**config.mk**
```make
export PLATFORM = sky130hd
export DESIGN_NAME = coef_batch_loader
export DESIGN_NICKNAME = d
export VERILOG_FILES = /design/src/rtl/coef_pkg.sv /design/src/rtl/coef_serial_rx.sv /design/src/rtl/coef_shadow_buf.sv /design/src/rtl/coef_commit_ctrl.sv /design/src/rtl/coef_batch_loader.sv
export SDC_FILE = /design/constraint.sdc
export NUM_CORES = 1
export LEC_CHECK = 0
export BUFFER_PORTS_ARGS = -buffer_cell sky130_fd_sc_hd__buf_2
export CAP_MARGIN = 25
export CELL_PAD_IN_SITES_DETAIL_PLACEMENT = 1
export CELL_PAD_IN_SITES_GLOBAL_PLACEMENT = 2
export CORE_MARGIN = 5
export CORE_UTILIZATION = 45
export CTS_CLUSTER_SIZE = 10
export DETAILED_ROUTE_END_ITERATION = 16
export GPL_TIMING_DRIVEN = 0
export HOLD_SLACK_MARGIN = 0.06
export PLACE_DENSITY = 0.73
export RECOVER_POWER = 25
export SKIP_CTS_REPAIR_TIMING = 1
export SLEW_MARGIN = 25
export SYNTH_ARGS = -nofsm -noshare
export SYNTH_HDL_FRONTEND = slang
export SYNTH_SLANG_ARGS = --single-unit
```
**constraint.sdc**
```tcl
create_clock -name clk -period 6.44 [get_ports clk]
set_input_delay 0.966 -clock clk [delete_from_list [all_inputs] [get_ports clk]]
set_output_delay 0.966 -clock clk [all_outputs]
set_load 0.1 [all_outputs]
```
**src/rtl/coef_pkg.sv**
```systemverilog
package coef_pkg;

  typedef enum logic [1:0] {
    RX_IDLE = 2'd0,
    RX_SKIP = 2'd1,
    RX_BASE = 2'd2,
    RX_DATA = 2'd3
  } rx_phase_t;

  // coefficient RAM address for word k of a batch, wrapping at 2^16
  function automatic logic [15:0] batch_addr(input logic [15:0] base, input logic [15:0] k);
    return base + k;
  endfunction

  // true when the bit that is arriving closes a data word
  function automatic logic closes_word(input int unsigned bits_before, input int unsigned dw);
    int unsigned total;
    total = bits_before + 1;
    return (total > 2 * dw) && ((total % dw) == 0);
  endfunction

endpackage

```
**src/rtl/coef_serial_rx.sv**
```systemverilog
module coef_serial_rx #(
  parameter int DW   = 16,
  parameter int MAXW = 32
) (
  input  logic          clk,
  input  logic          rst_n,
  input  logic          ser_clk,
  input  logic          ser_csn,
  input  logic          ser_din,
  output logic          hdr_evt,
  output logic          base_evt,
  output logic          word_evt,
  output logic          frame_end,
  output logic [DW-1:0] rx_word
);
  import coef_pkg::*;

  localparam int CW = $clog2((MAXW + 4) * DW);

  logic [2:0]    sclk_q;
  logic [2:0]    csn_q;
  logic [1:0]    din_q;
  logic [DW-1:0] shreg;
  logic [CW-1:0] bit_cnt;
  logic          cs_active;
  logic          bit_rise;
  logic          in_bit;

  assign cs_active = ~csn_q[1];
  assign in_bit    = din_q[1];
  assign bit_rise  = sclk_q[1] & ~sclk_q[2] & cs_active;
  assign frame_end = csn_q[1] & ~csn_q[2];
  assign rx_word   = {shreg[DW-2:0], in_bit};

  assign hdr_evt  = bit_rise && (int'(bit_cnt) == DW - 1);
  assign base_evt = bit_rise && (int'(bit_cnt) == 2 * DW - 1);
  assign word_evt = bit_rise && closes_word(int'(bit_cnt), DW);

  always_ff @(posedge clk or negedge rst_n) begin
    if (!rst_n) begin
      sclk_q  <= '0;
      csn_q   <= '1;
      din_q   <= '0;
      shreg   <= '0;
      bit_cnt <= '0;
    end else begin
      sclk_q <= {sclk_q[1:0], ser_clk};
      csn_q  <= {csn_q[1:0], ser_csn};
      din_q  <= {din_q[0], ser_din};
      if (!cs_active) begin
        bit_cnt <= '0;
      end else if (bit_rise) begin
        shreg <= rx_word;
        if (bit_cnt != '1) bit_cnt <= bit_cnt + 1'b1;
      end
    end
  end

  assert_single_event_R1: assert property (@(posedge clk) disable iff (!rst_n)
    $onehot0({hdr_evt, base_evt, word_evt, frame_end}));

  assert_count_cleared_R1: assert property (@(posedge clk) disable iff (!rst_n)
    frame_end |=> (bit_cnt == '0));

endmodule

```
**src/rtl/coef_shadow_buf.sv**
```systemverilog
module coef_shadow_buf #(
  parameter int DEPTH = 32,
  parameter int DW    = 16
) (
  input  logic                     clk,
  input  logic                     rst_n,
  input  logic                     we,
  input  logic [$clog2(DEPTH)-1:0] waddr,
  input  logic [DW-1:0]            wdata,
  input  logic [$clog2(DEPTH)-1:0] raddr,
  output logic [DW-1:0]            rdata
);
  logic [DW-1:0] entry [DEPTH];

  for (genvar g = 0; g < DEPTH; g++) begin : g_entry
    always_ff @(posedge clk or negedge rst_n) begin
      if (!rst_n)                            entry[g] <= '0;
      else if (we && (int'(waddr) == g))     entry[g] <= wdata;
    end
  end

  assign rdata = entry[raddr];

  assert_write_in_range_R4: assert property (@(posedge clk) disable iff (!rst_n)
    we |-> (int'(waddr) < DEPTH));

endmodule

```
**src/rtl/coef_commit_ctrl.sv**
```systemverilog
module coef_commit_ctrl #(
  parameter int          DEPTH    = 32,
  parameter int          DW       = 16,
  parameter int          AW       = 16,
  parameter logic [7:0]  DEV_ID   = 8'h5A,
  parameter logic [7:0]  LOAD_OP  = 8'hA7
) (
  input  logic                     clk,
  input  logic                     rst_n,
  input  logic                     hdr_evt,
  input  logic                     base_evt,
  input  logic                     word_evt,
  input  logic                     frame_end,
  input  logic [DW-1:0]            rx_word,
  input  logic                     fs_strobe,
  output logic                     buf_we,
  output logic [$clog2(DEPTH)-1:0] buf_waddr,
  output logic [DW-1:0]            buf_wdata,
  output logic [$clog2(DEPTH)-1:0] buf_raddr,
  output logic                     ram_we,
  output logic [AW-1:0]            ram_addr,
  output logic                     busy,
  output logic                     cmd_error
);
  import coef_pkg::*;

  localparam int IW = $clog2(DEPTH);
  localparam int NW = IW + 1;

  rx_phase_t     phase;
  logic [AW-1:0] base;
  logic [NW-1:0] wcnt;
  logic [NW-1:0] len;
  logic [NW-1:0] idx;
  logic          pending;
  logic          locked;
  logic          dev_match;
  logic          op_match;
  logic          commit_go;
  logic          commit_last;

  assign locked      = pending | busy;
  assign dev_match   = (rx_word[15:8] == DEV_ID);
  assign op_match    = (rx_word[7:0] == LOAD_OP);
  assign commit_go   = fs_strobe && pending && !busy;
  assign commit_last = busy && (idx == len - 1'b1);

  assign buf_we    = word_evt && (phase == RX_DATA) && (int'(wcnt) < DEPTH);
  assign buf_waddr = wcnt[IW-1:0];
  assign buf_wdata = rx_word;
  assign buf_raddr = idx[IW-1:0];
  assign ram_we    = busy;
  assign ram_addr  = batch_addr(base, 16'(idx));

  always_ff @(posedge clk or negedge rst_n) begin
    if (!rst_n) begin
      phase     <= RX_IDLE;
      base      <= '0;
      wcnt      <= '0;
      len       <= '0;
      pending   <= 1'b0;
      cmd_error <= 1'b0;
    end else begin
      cmd_error <= 1'b0;
      if (hdr_evt) begin
        if (dev_match && locked) begin
          cmd_error <= 1'b1;
          phase     <= RX_SKIP;
        end else if (dev_match && op_match) begin
          phase <= RX_BASE;
          wcnt  <= '0;
        end else begin
          phase <= RX_SKIP;
        end
      end else if (base_evt && phase == RX_BASE) begin
        base  <= rx_word;
        phase <= RX_DATA;
      end else if (buf_we) begin
        wcnt <= wcnt + 1'b1;
      end else if (frame_end) begin
        phase <= RX_IDLE;
        if (phase == RX_DATA && wcnt != '0) begin
          pending <= 1'b1;
          len     <= wcnt;
        end
      end
      if (commit_go) pending <= 1'b0;
    end
  end

  always_ff @(posedge clk or negedge rst_n) begin
    if (!rst_n) begin
      busy <= 1'b0;
      idx  <= '0;
    end else if (commit_go) begin
      busy <= 1'b1;
      idx  <= '0;
    end else if (busy) begin
      idx <= idx + 1'b1;
      if (commit_last) busy <= 1'b0;
    end
  end

  // window counter for the commit length check
  logic [NW:0] run_len;
  always_ff @(posedge clk or negedge rst_n) begin
    if (!rst_n)    run_len <= '0;
    else if (busy) run_len <= run_len + 1'b1;
    else           run_len <= '0;
  end

  assert_commit_within_depth_R4: assert property (@(posedge clk) disable iff (!rst_n)
    busy |-> (int'(run_len) < DEPTH));

  assert_start_on_strobe_R3: assert property (@(posedge clk) disable iff (!rst_n)
    $rose(busy) |-> $past(fs_strobe));

  assert_addr_steps_R3: assert property (@(posedge clk) disable iff (!rst_n)
    (busy && $past(busy)) |-> (ram_addr == $past(ram_addr) + 1'b1));

  assert_no_load_while_busy_R2: assert property (@(posedge clk) disable iff (!rst_n)
    buf_we |-> !busy);

  assert_error_is_pulse_R8: assert property (@(posedge clk) disable iff (!rst_n)
    cmd_error |=> !cmd_error);

endmodule

```
**src/rtl/coef_batch_loader.sv**
```systemverilog
module coef_batch_loader #(
  parameter int         DEPTH   = 32,
  parameter int         DW      = 16,
  parameter int         AW      = 16,
  parameter logic [7:0] DEV_ID  = 8'h5A,
  parameter logic [7:0] LOAD_OP = 8'hA7
) (
  input  logic          clk,
  input  logic          rst_n,
  input  logic          ser_clk,
  input  logic          ser_csn,
  input  logic          ser_din,
  input  logic          fs_strobe,
  output logic          ram_we,
  output logic [AW-1:0] ram_addr,
  output logic [DW-1:0] ram_wdata,
  output logic          busy,
  output logic          cmd_error
);
  localparam int IW = $clog2(DEPTH);

  logic          hdr_evt;
  logic          base_evt;
  logic          word_evt;
  logic          frame_end;
  logic [DW-1:0] rx_word;
  logic          buf_we;
  logic [IW-1:0] buf_waddr;
  logic [DW-1:0] buf_wdata;
  logic [IW-1:0] buf_raddr;

  coef_serial_rx #(.DW(DW), .MAXW(DEPTH)) u_rx (
    .clk      (clk),
    .rst_n    (rst_n),
    .ser_clk  (ser_clk),
    .ser_csn  (ser_csn),
    .ser_din  (ser_din),
    .hdr_evt  (hdr_evt),
    .base_evt (base_evt),
    .word_evt (word_evt),
    .frame_end(frame_end),
    .rx_word  (rx_word)
  );

  coef_commit_ctrl #(
    .DEPTH(DEPTH), .DW(DW), .AW(AW), .DEV_ID(DEV_ID), .LOAD_OP(LOAD_OP)
  ) u_ctrl (
    .clk      (clk),
    .rst_n    (rst_n),
    .hdr_evt  (hdr_evt),
    .base_evt (base_evt),
    .word_evt (word_evt),
    .frame_end(frame_end),
    .rx_word  (rx_word),
    .fs_strobe(fs_strobe),
    .buf_we   (buf_we),
    .buf_waddr(buf_waddr),
    .buf_wdata(buf_wdata),
    .buf_raddr(buf_raddr),
    .ram_we   (ram_we),
    .ram_addr (ram_addr),
    .busy     (busy),
    .cmd_error(cmd_error)
  );

  coef_shadow_buf #(.DEPTH(DEPTH), .DW(DW)) u_buf (
    .clk  (clk),
    .rst_n(rst_n),
    .we   (buf_we),
    .waddr(buf_waddr),
    .wdata(buf_wdata),
    .raddr(buf_raddr),
    .rdata(ram_wdata)
  );

  assert_no_write_during_frame_R2: assert property (@(posedge clk) disable iff (!rst_n)
    (!ser_csn && !busy) |=> !ram_we || $past(fs_strobe));

endmodule

```
==> summary.txt, run 1 <==
Worst-case clock buffer depth: 3
Cell count after synthesis: 1771
Largest net degree at the start of global routing: 97
VDD IR max: 0.191 mV
Crit-path max FO: 10
Row cnt: 90
Boundary Pins: 41
Count of cell types in the netlist: 59
Worst slew margin: -112%
Final Hold Fails: 0
Yosys reg bits: 584
Dpl hpwl: 52900 um
Most common cell after layout, fill and taps aside: dfrtp_1
Total clock sinks: 584
Post-layout min period: 6.23 ns
Tot GR Track Use: 22.1%
Hold Crit Start: u_rx.din_q[0]
DIE AREA: 66500 um2
Worst R2R End: u_buf.entry[428]
Crit-path max cell delay: 0.77 ns
Worst Setup Path Type: reg2out
Vias in the first global route: 17434
Dpl cell area: 29100 um2
Post-synth EDFFs: 0
Cell mode on critical path: clkbuf_1
Total power: 9.37 mW
Core area: 60600 um2
RSZ-0062 raised after global routing: no
Routed wire per std cell: 26.8 um
Worst setup SP type: register
Hold depth: 0
GPL Wtd Cong: 0.794
Grt ovf: 0
Cts bufs inserted: 70
Reg-to-Reg Start: u_rx.csn_q[1]
Chip width: 258 um
CP required: 5.47 ns
Vias/cell: 5.85
Final setup fails: 0
Slowest stage cell on the critical path: clkbuf_1
Power Density: 303 nW/um2
# nets final: 1915
Hold WS: 0.347 ns
Layout Area Growth over Synthesis: 12.0%
Cell Area, Synth: 27700 um2
Port-buffer cells: 40
Slew @ Worst Pin: 3.18 ns
First-pass GRT wire length: 113000 um
Status: complete, but fails checks
Post-DRT Antenna Nets: 0
Synth Net Count: 1794
H-tree depth: 3
Wirelength, routed: 72200 um
CTS tree: yes
Worst r2r path cells: 9
Design area: 31000 um2
Die span in y: 258 um
Avg Inst Size Synth: 15.6 um2
Final Max Slew Viols: 320
Fin cells: 2697
Clk_skew: 0.0179 ns
Synth Flop Type: dfrtp_1
Fin util: 51.1%
Placed Cells: 2600
Vias: 15785
Failing checks: max-capacitance violations, max-slew violations
Pre-antenna DRT Iters: 5
Max Freq: 160 MHz
Worst path cell trace: clkbuf_1 > clkbuf_1 > clkbuf_1 > inv_1 > fa_1 > nor2b_1 > o21ai_0 > a21boi_0 > o31ai_2 > nor2_1 > xor2_1 > buf_2
Worst Hold Endpoint: u_rx.din_q[1]
# DRC: 0
Initial antenna violation count: 2
Seq/Total Area, Yosys: 52.9%
Critical path arrival: 5.26 ns
Max-cap check violation count: 4
Yosys warning count: 0
Final worst path period share: 96.8%
Most frequent cells in the layout: 581 x dfrtp_1, 515 x mux2_2, 160 x mux4_2
Crit. End Element: output pin
Hold Path Class: reg2reg
Ys async rst share: 100%
Layout cell share with drive strength beyond 1: 48.9%
Reg-to-reg slack, setup: 2.82 ns
Worst-Skew Late Latency: 0.60 ns
Initial Util: 45.7%
Leakage: 15.0 nW
Clk pin slew, worst setup/hold paths: 0.06 ns
Drt initial violations: 988
Clock root buffer master: clkbuf_16
critical path, delay by kind of cell (launching register included):
family | cells | cell delay, ns
AOI/OAI and AO/OA | 3 | 0.77
buffers and inverters | 5 | 2.50
and+or+nand+nor | 2 | 0.30
xor gates and xnor gates | 1 | 0.16
DFF | 1 | 0.42
adders and majority gates | 1 | 0.49
registers in the layout (all words and copies together), names as in the netlist, 3 cells and up:
signal	flops
u_buf.entry	512
u_ctrl.base	16
u_ctrl.idx	6
u_ctrl.len	6
u_ctrl.wcnt	6
u_rx.bit_cnt	10
u_rx.csn_q	3
u_rx.sclk_q	3
u_rx.shreg	15
Yosys cell counts, types with 11 or more instances:
| cell | instances | share of area [%] |
|---|---|---|
| nand3_1 | 26 | 0.47 |
| buf_1 | 16 | 0.22 |
| buf_4 | 11 | 0.30 |
| mux4_2 | 160 | 13 |
| mux2_2 | 515 | 21 |
| nor3_4 | 11 | 0.65 |
| buf_6 | 18 | 0.73 |
| nor2_1 | 33 | 0.45 |
| nor3_1 | 13 | 0.24 |
| inv_1 | 16 | 0.22 |
| nand2_1 | 34 | 0.46 |
| dfrtp_1 | 581 | 53 |
| nand4_1 | 19 | 0.43 |
| xor2_1 | 12 | 0.38 |
| mux2_4 | 40 | 2.2 |
| o21ai_0 | 15 | 0.27 |
| buf_2 | 21 | 0.38 |
| xnor2_1 | 16 | 0.51 |
| ha_1 | 16 | 0.72 |
| clkbuf_1 | 89 | 1.2 |
metal layers:
layer  GRT usage (%)  part of all wire [%]
met4            5.32                   2.1
met5               0                     0
met2            34.8                    47
met1            32.7                    47
met3            3.41                   4.0
where the power goes:
group	leakage [nW]	internal [mW]	switching, mW
Combinational	5.89	0.612	1.39
Sequential	8.11	3.72	0.114
Clock	0.953	2.06	1.48
area by class of cell:
| type | instances | area (um2) |
|---|---|---|
| fillers | 5729 | 29600 |
| flip-flops and latches | 584 | 14600 |
| multi-input cells | 1016 | 12200 |
| clock buffers | 89 | 1910 |
| well taps | 782 | 978 |
| plain buffers | 155 | 797 |
| repair buffers | 49 | 347 |
| inverters | 16 | 60.1 |
| clock inverters | 5 | 53.8 |
| diodes | 1 | 2.50 |
metrics by stage:
stage / setup TNS (ns) / worst slack [ns]
2_1_floorplan: 0 / 1.04
3_3_place_gp: -4311.24 / -7.50
3_5_place_dp: 0 / 0.788
4_1_cts: 0 / 0.144
5_1_grt: 0 / 0.0613
6_report: 0 / 0.209
worst max-delay path by stage:
stage / startpoint / depth (start not counted) / end / slack, ns
6_report: u_ctrl.idx[1] / 12 / ram_addr[8] / 0.21
5_1_grt: u_ctrl.idx[1] / 12 / ram_addr[12] / 0.06
4_1_cts: u_ctrl.idx[1] / 12 / ram_addr[8] / 0.14
3_5_place_dp: u_ctrl.idx[1] / 12 / ram_addr[8] / 0.79
3_3_place_gp: rst_n / 1 / u_buf.entry[426] / -7.50
2_1_floorplan: u_ctrl.idx[1] / 10 / ram_addr[6] / 1.04
kinds of logic (layout without fill, tap and decap cells):
logic type	count (synthesis)	after routing	share of synthesized area [%]
multiplexers	725	725	36.6
XOR/XNOR	28	28	0.887
flip-flops	584	584	52.9
AO/OA/AOI/OAI	55	55	1.35
buffers and inverters	171	314	3.05
AND/OR/NAND/NOR	191	191	4.49
adder cells (fa/ha/maj)	17	17	0.796
other	0	1	0
(Power assumes the default switching activity.)
==> run 2, diff against run 1 <==
- REMOVE_ABC_BUFFERS: not set -> 1
==> run 2 against run 1 <==
Compared with the run above:
- die area did not move
- count of clock-buffer cells in the layout rose by 4
- total power fell by 1.5%
- the flow still finishes with violations (max-capacitance violations, max-slew violations)
- critical path depth fell by 5
- register-to-register slack got worse by 0.03 ns
- highest routed layer unchanged
- clock skew barely moved
- worst hold slack improved by 0.0024 ns
- critical endpoint is now ram_wdata[5]
- combinational power fell by 25%
- fmax rose by 29%
- largest cell class unchanged
==> summary.txt, run 2 (same netlist as run 1, synthesis figures left out) <==
Status: complete, but fails checks
Failing checks: max-capacitance violations, max-slew violations
Tot GR Track Use: 21.6%
Ant. Diodes: 0
Port-buffer cells: 40
Most common cell after layout, fill and taps aside: dfrtp_1
Pre-antenna DRT Iters: 7
DIE AREA: 66500 um2
Top reg by flops: u_buf.entry
# DRC: 0
Max-cap check violation count: 1
Fin util: 51.1%
CTS tree: yes
RSZ-0062 raised after global routing: no
Max Freq: 208 MHz
Vias in the first global route: 17359
Setup crit start: u_ctrl.idx[0]
Crit. End Element: output pin
Worst r2r path cells: 7
Total clock sinks: 584
Clock root buffer master: clkbuf_16
H-tree depth: 3
Max reg flops: 512
# nets final: 1809
Most frequent cells in the layout: 560 x dfrtp_1, 515 x mux2_2, 160 x mux4_2
Post-layout min period: 4.82 ns
Chip width: 258 um
Drt initial violations: 906
Setup TNS: 0 ns
Initial Util: 45.7%
Regs by FF count: u_buf.entry x512, u_ctrl.base x16, u_rx.shreg x15
Final setup fails: 0
CP required: 5.47 ns
First-pass GRT wire length: 110000 um
Vias/cell: 5.94
Worst-case clock buffer depth: 3
Worst Setup EP: ram_wdata[5]
VDD IR max: 0.200 mV
Power Density: 298 nW/um2
Critical path arrival: 3.85 ns
Final Max Slew Viols: 73
Worst slew margin: -196%
Cts bufs inserted: 70
Grt ovf: 0
Hold WS: 0.349 ns
Reg-to-Reg Start: u_rx.csn_q[1]
Dpl hpwl: 44700 um
Worst R2R End: u_buf.entry[149]
Hold Path Class: reg2reg
Core area: 60600 um2
Final worst path period share: 74.8%
Post-DRT Antenna Nets: 0
Slew @ Worst Pin: 4.44 ns
Crit-path max FO: 29
Worst Setup Path Type: reg2out
Die span in y: 258 um
Clk_skew: 0.0178 ns
Reg-to-reg slack, setup: 2.79 ns
Routed wire per std cell: 27.1 um
Boundary Pins: 41
Leakage: 14.9 nW
GPL Wtd Cong: 0.755
Layout cell share with drive strength beyond 1: 52.7%
Setup Slack @ Placement: 2.14 ns
Wirelength, routed: 70400 um
Vias: 15415
Layout Area Growth over Synthesis: 11.9%
Worst setup SP type: register
Row cnt: 90
Clk pin slew, worst setup/hold paths: 0.06 ns
PnR worst setup slack: 1.62 ns
Final Hold Fails: 0
Largest net degree at the start of global routing: 97
Initial antenna violation count: 0
Worst-Skew Late Latency: 0.60 ns
## run 2: routing by layer
layer / up-vias / global-route usage, % / share of wire (%)
li1: 6597 / - / -
met1: 8481 / 30.2 / 45
met2: 238 / 35.7 / 49
met3: 99 / 3.63 / 3.2
met4: 0 / 5.18 / 2.4
met5: - / 0 / 0
## run 2: final cells by class
| cell class | count | area, um2 |
|---|---|---|
| fillers | 5650 | 29600 |
| clock inverters | 6 | 62.6 |
| multi-input cells | 1016 | 12300 |
| flip-flops and latches | 584 | 14700 |
| repair buffers | 98 | 1060 |
| clock buffers | 93 | 1890 |
| well taps | 782 | 978 |
| inverters | 16 | 60.1 |
## run 2: report_power, final
part           total (mW)  switching [mW]  internal (mW)
Combinational        1.50           0.857          0.642
Sequential           4.23           0.496           3.73
Clock                3.51            1.47           2.03
## run 2: worst max-delay path, cell delays in order (launching register included)
cell     delay, ns
dfrtp_4       0.71
buf_12        0.28
buf_12        0.24
buf_16        0.27
mux4_2        0.56
mux4_2        0.53
mux2_2        0.31
buf_2         0.30
## run 2: per-stage QoR
step | total power, mW | instance area, um2 | std cells
final | 9.23 | 31000 | 2595
after global routing | 9.63 | 31000 | 2595
after CTS | 9.38 | 31000 | 2595
after detailed placement | 5.84 | 29000 | 2496
after global placement | 5.69 | 28100 | 2438
after floorplan | 5.10 | 26900 | 1616
## run 2: how the worst min path moves through the flow
stage,start,end,depth (start not counted)
after floorplan,u_rx.din_q[0],u_rx.din_q[1],0
after global placement,u_rx.din_q[0],u_rx.din_q[1],0
after detailed placement,u_rx.din_q[0],u_rx.din_q[1],0
after CTS,u_rx.din_q[0],u_rx.din_q[1],0
after global routing,u_rx.csn_q[0],u_rx.csn_q[1],0
final,u_rx.din_q[0],u_rx.din_q[1],0
==> run 3, diff against run 2 <==
- clock period: 6.44 -> 4.95 ns (I/O delays scaled with it)
==> run 3 against run 2 <==
Compared with the run above:
- the flow still finishes with violations (max-capacitance violations, max-slew violations)
- routed wire length about the same
- combinational power up 29%
- first-iteration DRC count up 1.9%
- sequential share of layout area up 0.086 points
- clock skew up 0.00068 ns
- clock power up 30%
- global-route usage unchanged
- count of clock-buffer cells in the layout unchanged
- critical path type unchanged
- largest cell class unchanged
- largest power group unchanged
==> summary.txt, run 3 (same netlist as run 1, synthesis figures left out) <==
Status: complete, but fails checks
Failing checks: max-capacitance violations, max-slew violations
VDD IR max: 0.261 mV
Cts bufs inserted: 70
Final Hold Fails: 0
Clock root buffer master: clkbuf_16
Worst slew margin: -52.0%
Worst r2r path cells: 7
Chip width: 258 um
Hold Path Class: in2async
Final Max Slew Viols: 246
Power Density: 389 nW/um2
Reg-to-Reg Start: u_rx.csn_q[1]
Max Freq: 218 MHz
Dpl hpwl: 44700 um
Clk_skew: 0.0185 ns
Leakage: 14.9 nW
Tot GR Track Use: 21.6%
Setup crit start: u_ctrl.idx[0]
Vias in the first global route: 17359
RSZ-0062 raised after global routing: no
Max reg flops: 512
First-pass GRT wire length: 110000 um
Slew @ Worst Pin: 2.28 ns
Post-layout min period: 4.59 ns
Largest net degree at the start of global routing: 97
Routed wire per std cell: 27.1 um
Wirelength, routed: 70400 um
Reg-to-reg slack, setup: 1.29 ns
Die span in y: 258 um
# DRC: 0
Layout cell share with drive strength beyond 1: 52.7%
Vias/cell: 5.94
Final setup fails: 0
Post-DRT Antenna Nets: 0
Worst R2R End: u_buf.entry[149]
Worst-Skew Late Latency: 0.60 ns
# nets final: 1809
Most frequent cells in the layout: 560 x dfrtp_1, 515 x mux2_2, 160 x mux4_2
Setup TNS: 0 ns
Critical path arrival: 3.85 ns
Clk pin slew, worst setup/hold paths: 0.05 ns
Worst-case clock buffer depth: 3
Worst Setup Path Type: reg2out
Initial antenna violation count: 0
CP required: 4.21 ns
Crit-path max FO: 29
CTS tree: yes
Total power: 12.0 mW
Core area: 60600 um2
Regs by FF count: u_buf.entry x512, u_ctrl.base x16, u_rx.shreg x15
Top reg by flops: u_buf.entry
Total clock sinks: 584
Initial Util: 45.7%
Layout Area Growth over Synthesis: 11.7%
Ant. Diodes: 0
H-tree depth: 3
Vias: 15407
Final worst path period share: 92.8%
Crit. End Element: output pin
DIE AREA: 66500 um2
GPL Wtd Cong: 0.755
Fin util: 51.0%
Boundary Pins: 41
Pre-antenna DRT Iters: 7
Max-cap check violation count: 3
Worst Setup EP: ram_wdata[5]
Most common cell after layout, fill and taps aside: dfrtp_1
Port-buffer cells: 40
Worst setup SP type: register
Drt initial violations: 923
Grt ovf: 0
Row cnt: 90
run 3: cell count changes in the layout (fill, tap and decap cells not counted):
cell	before	now
clkbuf_1	20	19
buf_16	13	10
clkbuf_2	0	3
buf_8	5	6
run 3: report_power, final:
group          leakage [nW]  internal [mW]  switching (mW)
Combinational          5.86          0.829            1.11
Sequential             8.08           4.85           0.647
Clock                 0.946           2.64            1.92
run 3: how the worst min path moves through the flow:
stage	to	startpoint	slack, ns
2_1_floorplan	u_rx.din_q[1]	u_rx.din_q[0]	0.33
3_3_place_gp	u_rx.din_q[1]	u_rx.din_q[0]	0.33
3_5_place_dp	u_rx.din_q[1]	u_rx.din_q[0]	0.34
4_1_cts	u_rx.sclk_q[2]	rst_n	0.15
5_1_grt	u_rx.sclk_q[0]	rst_n	0.13
6_report	u_rx.sclk_q[0]	rst_n	0.12
run 3: worst max-delay path, cell delays in order (launching register included):
cell and delay [ns]:
dfrtp_4 0.71, buf_12 0.28, buf_12 0.24, buf_16 0.27, mux4_2 0.56, mux4_2 0.53, mux2_2 0.31, buf_2 0.30
run 3: cell type report:
class	instances	area, um2
inverter	16	60.1
multi-input combinational	1016	12300
tap	782	978
clock buffer	93	1890
fill	5656	29700
clock inverter	6	62.6
timing repair buffer	98	1000
sequential	584	14700
run 3: per-layer routing:
| metal | share of wire (%) | up-vias | global-route usage [%] |
|---|---|---|---|
| met1 | 45 | 8493 | 30.2 |
| met3 | 3.2 | 97 | 3.63 |
| met4 | 2.3 | 0 | 5.18 |
| li1 | - | 6599 | - |
| met2 | 49 | 218 | 35.7 |
| met5 | 0 | - | 0 |
run 3: per-stage QoR:
step           cell area [um2]  setup slack (ns)  hold slack [ns]  cells
2_1_floorplan            26900             -4.44            0.331   1616
3_3_place_gp             28100             -8.79            0.335   2438
3_5_place_dp             29000             0.871            0.339   2496
4_1_cts                  31000             0.231            0.147   2595
5_1_grt                  30900            0.0331            0.129   2595
6_report                 30900             0.357            0.117   2595
